File: config.mk
export PLATFORM = sky130hd
export DESIGN_NAME = chan_guard
export DESIGN_NICKNAME = d
export VERILOG_FILES = /design/src/rtl/chan_guard_pkg.sv /design/src/rtl/chan_guard_retry.sv /design/src/rtl/chan_guard_lane.sv /design/src/rtl/chan_guard.sv
export SDC_FILE = /design/constraint.sdc
export NUM_CORES = 1
export LEC_CHECK = 0
export ABC_CLOCK_PERIOD_IN_PS = 2300
export BUFFER_PORTS_ARGS = -buffer_cell sky130_fd_sc_hd__buf_4
export CAP_MARGIN = 20
export CORE_ASPECT_RATIO = 0.5
export CORE_MARGIN = 2
export CORE_UTILIZATION = 25
export CTS_CLUSTER_DIAMETER = 200
export CTS_CLUSTER_SIZE = 28
export DETAILED_ROUTE_END_ITERATION = 7
export GPL_TIMING_DRIVEN = 1
export PLACE_DENSITY = 0.48
export SYNTH_ARGS = -nofsm -noshare
export SYNTH_HDL_FRONTEND = slang
export SYNTH_SLANG_ARGS = --single-unit
File: constraint.sdc
create_clock -name clk_i -period 2.3 [get_ports clk_i]
set_clock_uncertainty 0.2 [all_clocks]
set_input_delay 0.46 -clock clk_i [delete_from_list [all_inputs] [get_ports clk_i]]
set_output_delay 0.46 -clock clk_i [all_outputs]
set_load 0.02 [all_outputs]
File: src/rtl/chan_guard_pkg.sv
package chan_guard_pkg;
  localparam int unsigned DEF_NUM_CH = 8;

  typedef struct packed {
    logic shrt;
    logic hot;
    logic open;
  } ch_sense_t;

  typedef struct packed {
    logic gate;
    logic lim;
    logic fault;
  } ch_out_t;
endpackage

File: src/rtl/chan_guard_retry.sv
module chan_guard_retry #(
  parameter int unsigned SYNC_STAGES = 0
) (
  input  logic clk_i,
  input  logic rst_ni,
  input  logic cs_n_i,
  output logic retry_o
);
  logic cs_s;
  logic cs_prev_q;

  generate
    if (SYNC_STAGES == 0) begin : g_direct
      assign cs_s = cs_n_i;
    end else begin : g_sync
      logic [SYNC_STAGES-1:0] sync_q;
      always_ff @(posedge clk_i or negedge rst_ni) begin
        if (!rst_ni) sync_q <= '1;
        else         sync_q <= {sync_q[SYNC_STAGES-2:0], cs_n_i};
      end
      assign cs_s = sync_q[SYNC_STAGES-1];
    end
  endgenerate

  // idle-high reset: no spurious retry after reset
  always_ff @(posedge clk_i or negedge rst_ni) begin
    if (!rst_ni) cs_prev_q <= 1'b1;
    else         cs_prev_q <= cs_s;
  end

  assign retry_o = cs_s & ~cs_prev_q;
endmodule

File: src/rtl/chan_guard_lane.sv
module chan_guard_lane
  import chan_guard_pkg::*;
(
  input  logic      clk_i,
  input  logic      rst_ni,
  input  logic      cmd_on_i,
  input  ch_sense_t sense_i,
  input  logic      ovolt_i,
  input  logic      limit_mode_i,
  input  logic      retry_i,
  output ch_out_t   out_o
);
  logic lat_q, lat_d;
  logic trip;
  logic run_d, lim_d, fault_d;
  ch_out_t out_q;

  assign trip  = sense_i.shrt & cmd_on_i & ~limit_mode_i;
  // retry wins: channel gets one cycle to prove the short is gone
  assign lat_d = retry_i ? 1'b0 : (lat_q | trip);

  assign run_d   = cmd_on_i & ~sense_i.hot & ~ovolt_i & ~lat_d;
  assign lim_d   = run_d & sense_i.shrt & limit_mode_i;
  assign fault_d = lat_d | sense_i.hot | ovolt_i | lim_d | (sense_i.open & ~cmd_on_i);

  always_ff @(posedge clk_i or negedge rst_ni) begin
    if (!rst_ni) begin
      lat_q <= 1'b0;
      out_q <= '0;
    end else begin
      lat_q       <= lat_d;
      out_q.gate  <= run_d;
      out_q.lim   <= lim_d;
      out_q.fault <= fault_d;
    end
  end

  assign out_o = out_q;
endmodule

File: src/rtl/chan_guard.sv
module chan_guard
  import chan_guard_pkg::*;
#(
  parameter int unsigned NUM_CH      = DEF_NUM_CH,
  parameter int unsigned SYNC_STAGES = 0
) (
  input  logic              clk_i,
  input  logic              rst_ni,
  input  logic [NUM_CH-1:0] cmd_on_i,
  input  logic [NUM_CH-1:0] short_i,
  input  logic [NUM_CH-1:0] hot_i,
  input  logic [NUM_CH-1:0] open_i,
  input  logic              ovolt_i,
  input  logic              limit_mode_i,
  input  logic              cs_n_i,
  output logic [NUM_CH-1:0] gate_en_o,
  output logic [NUM_CH-1:0] limit_o,
  output logic [NUM_CH-1:0] fault_o
);
  logic retry;

  chan_guard_retry #(.SYNC_STAGES(SYNC_STAGES)) u_retry (
    .clk_i   (clk_i),
    .rst_ni  (rst_ni),
    .cs_n_i  (cs_n_i),
    .retry_o (retry)
  );

  for (genvar c = 0; c < NUM_CH; c++) begin : g_lane
    ch_sense_t sense;
    ch_out_t   res;

    assign sense = '{shrt: short_i[c], hot: hot_i[c], open: open_i[c]};

    chan_guard_lane u_lane (
      .clk_i        (clk_i),
      .rst_ni       (rst_ni),
      .cmd_on_i     (cmd_on_i[c]),
      .sense_i      (sense),
      .ovolt_i      (ovolt_i),
      .limit_mode_i (limit_mode_i),
      .retry_i      (retry),
      .out_o        (res)
    );

    assign gate_en_o[c] = res.gate;
    assign limit_o[c]   = res.lim;
    assign fault_o[c]   = res.fault;
  end
endmodule

==> results.toml <==
[clock_network]
cts-buffers-inserted = 5
insertion_delay_ps = 280
post_cts_buffers = 0
cts-root-buf = "clkbuf_8"
cts_tree = "yes"
cts_htree_levels = 2
clk_path_buf_depth = 2
cts.sink_count = 33
clk_pin_slew_worst_paths_ps = 70

[finish]
syn2layout_area_growth_pct = 45.87
antennaDiodeCount = 0
fin_util_pct = 39.09
nNetsFinal = 219
final_layout_size_suffix_gt1_share_pct = 49.18

[timing]
hold_violations = 0
max_clock_freq_ghz = 0.6767
maxSlewHeadroom_pct = 72.38
min_period_ps = 1478
worst_slack_ps = 822.3
maxSlewViolCount = 0
fin_tns_setup_ps = 0
min_period_over_period_pct = 64.25
rsz0062_at_grt = "no"
setup_viol = 0
tightest_slew_ps = 414.2

[floorplanning]
rows = 18
coreArea_um2 = 5090
fp.dieH_um = 56.23
start_util_pct = 26.79
die_w_um = 108.5
die-area_um2 = 6098
ios = 61

[logic_synthesis]
synth_area_per_cell_um2 = 11.76
ys_types = 19
syn_area_um2 = 1364
ys_seq_area_share_pct = 60.64
syn-instance-count = 116
ys_seq_elements = 33
yosysWarnings = 0
syn_nets = 153

[global_routing]
grt_util_all_layers_pct = 11.43
grt_first_pass_wirelength_um = 5223
grt_max_degree = 34
overflow = 0
antenna_found_initial = 0
grt_pass1_vias = 1157

[detailed_routing]
wire_per_inst_um = 12.59
wl_met2_um = 1588
wl_met3_um = 208
ant_nets = 0
highest-signal-layer = "met4"
dr_total_vias = 1104
drtIter0Drc = 8
dr.pass1.iters = 4
met1_length_um = 1359
drc = 0
routed_wl_um = 3186
viasPerCell = 4.364

[pwr]
peakVddDrop_uv = 196.5
power.share.clock_pct = 34.7
p_int_mw = 0.9518
leakage_nw = 1.001
pwr-share-seq_pct = 49.1
combPwrFrac_pct = 16.2
p_per_area_nw_per_um2 = 639.6
switching_share_pct = 25.20
switching_power_mw = 0.3207

[worst_setup_path]
end_kind = "output pin"
arrival_ps = 820
slowest_stage = "dfrtp_1"
crit_path_max_incr_delay_ps = 380
cp-start-kind = "flip-flop"
crit_buf_inv = 1
cp_top_family = "flip-flops"
worstSetupPathType = "flip-flop to output pin"
crit_path_cell_trace = "buf_4"
r2r_slack_ps = 840
cp.required_ps = 1640
cp_max_fo = 1

[place]
dp_hpwl_um = 2329
port_buffers = 60
gp_congestion = 0.7701
post-place-ws_ps = 717.5

[min_path]
worstHoldPathType = "primary input to flip-flop"

[outcome]
status = "complete, no violations"

[job]
drv_cap = 0
[per-layer routing]
metal  vias to the layer above  GRT usage [%]
met4                         0          4.396
met5                         -              0
met3                         5          3.981
li1                        536              -
met2                        27          19.64
met1                       536          13.07
[Yosys cell counts]
cell type / instances / area [um^2]
a31oi_1: 6 / 37.54
and3_1: 8 / 50.05
and3b_1: 8 / 70.07
buf_2: 1 / 5.000
buf_4: 1 / 7.510
dfrtp_1: 32 / 800.8
dfstp_2: 1 / 26.28
inv_1: 3 / 11.26
inv_2: 7 / 26.28
nand2_1: 6 / 22.52
nand2b_2: 2 / 17.52
nand3_1: 8 / 40.04
nand4_1: 1 / 6.260
nor2_1: 9 / 33.78
nor2b_1: 6 / 37.54
nor4_2: 7 / 87.58
o2111ai_1: 2 / 17.52
o21ai_1: 1 / 5.000
o21ai_2: 7 / 61.31
[layout make-up]
class,count,area (um^2)
clock buffers,8,90.09
flip-flops and latches,33,827.0
multi-input cells,71,486.7
fillers,540,3100
repair buffers,61,460.4
well taps,70,87.58
inverters,10,37.54
[final timing paths]
kind	start	end	cells after the start
max in group asynchronous	rst_ni	u_retry.cs_prev_q$_DFF_PN1_	2
worst max-delay path	g_lane[5].u_lane.out_o[0]$_DFF_PN0_	fault_o[5]	1
worst min register to register	g_lane[7].u_lane.lat_q$_DFF_PN0_	g_lane[7].u_lane.lat_q$_DFF_PN0_	2
min in group asynchronous	rst_ni	g_lane[5].u_lane.out_o[1]$_DFF_PN0_	2
worst min-delay path	cs_n_i	u_retry.cs_prev_q$_DFF_PN1_	1
worst max register to register	u_retry.cs_prev_q$_DFF_PN1_	g_lane[0].u_lane.out_o[2]$_DFF_PN0_	3
[through the flow]
step                      power, mW  std cells  hold slack [ps]  cell area (um^2)
after floorplan              0.7308        116           -35.59              1364
after global placement       0.8419        244            230.4              1889
after detailed placement     0.8439        244            235.0              1889
after CTS                     1.295        253            93.10              1989
after global routing          1.344        253            85.86              1989
final                         1.272        253            104.0              1989
[cells in the final DEF, fill, tap and decap left out, drive strengths merged]
cell         synthesis  routed
dfstp                1       1
o21ai                8       8
o2111ai              2       2
buf                  2      60
and3                 8       8
nor4                 7       7
nor2b                6       6
nand3                8       8
nand2                6       6
dfrtp               32      32
dlygate4sd3          0       1
a31oi                6       6
nand4                1       1
nand2b               2       2
inv                 10      10
clkbuf               0       8
nor2                 9       9
and3b                8       8
[registers in the layout, indices dropped and copies added (netlist names)]
register,count
g_lane.u_lane.out_o,24
g_lane.u_lane.lat_q,8
u_retry.cs_prev_q,1
[timing repair]
action	CTS	global route
hold endpoints to repair	32	0
hold buffers	1	0
gates resized for setup	0	0
[cells by family (layout without fill, tap and decap cells)]
kind of cell | after synthesis | in the layout | share of synthesized area (%)
simple gates | 55 | 55 | 26.79
flops | 33 | 33 | 60.64
compound gates | 16 | 16 | 8.899
buf+inv | 12 | 79 | 3.670
[power by group through the flow]
stage / combinational (mW) / sequential [mW] / clock, mW
2_1_floorplan: 0.0760 / 0.655 / 0
3_3_place_gp: 0.207 / 0.635 / 0
3_5_place_dp: 0.208 / 0.636 / 0
4_1_cts: 0.210 / 0.625 / 0.460
5_1_grt: 0.229 / 0.627 / 0.488
6_report: 0.206 / 0.624 / 0.442
Note: power is estimated with default switching activity, not from simulation.
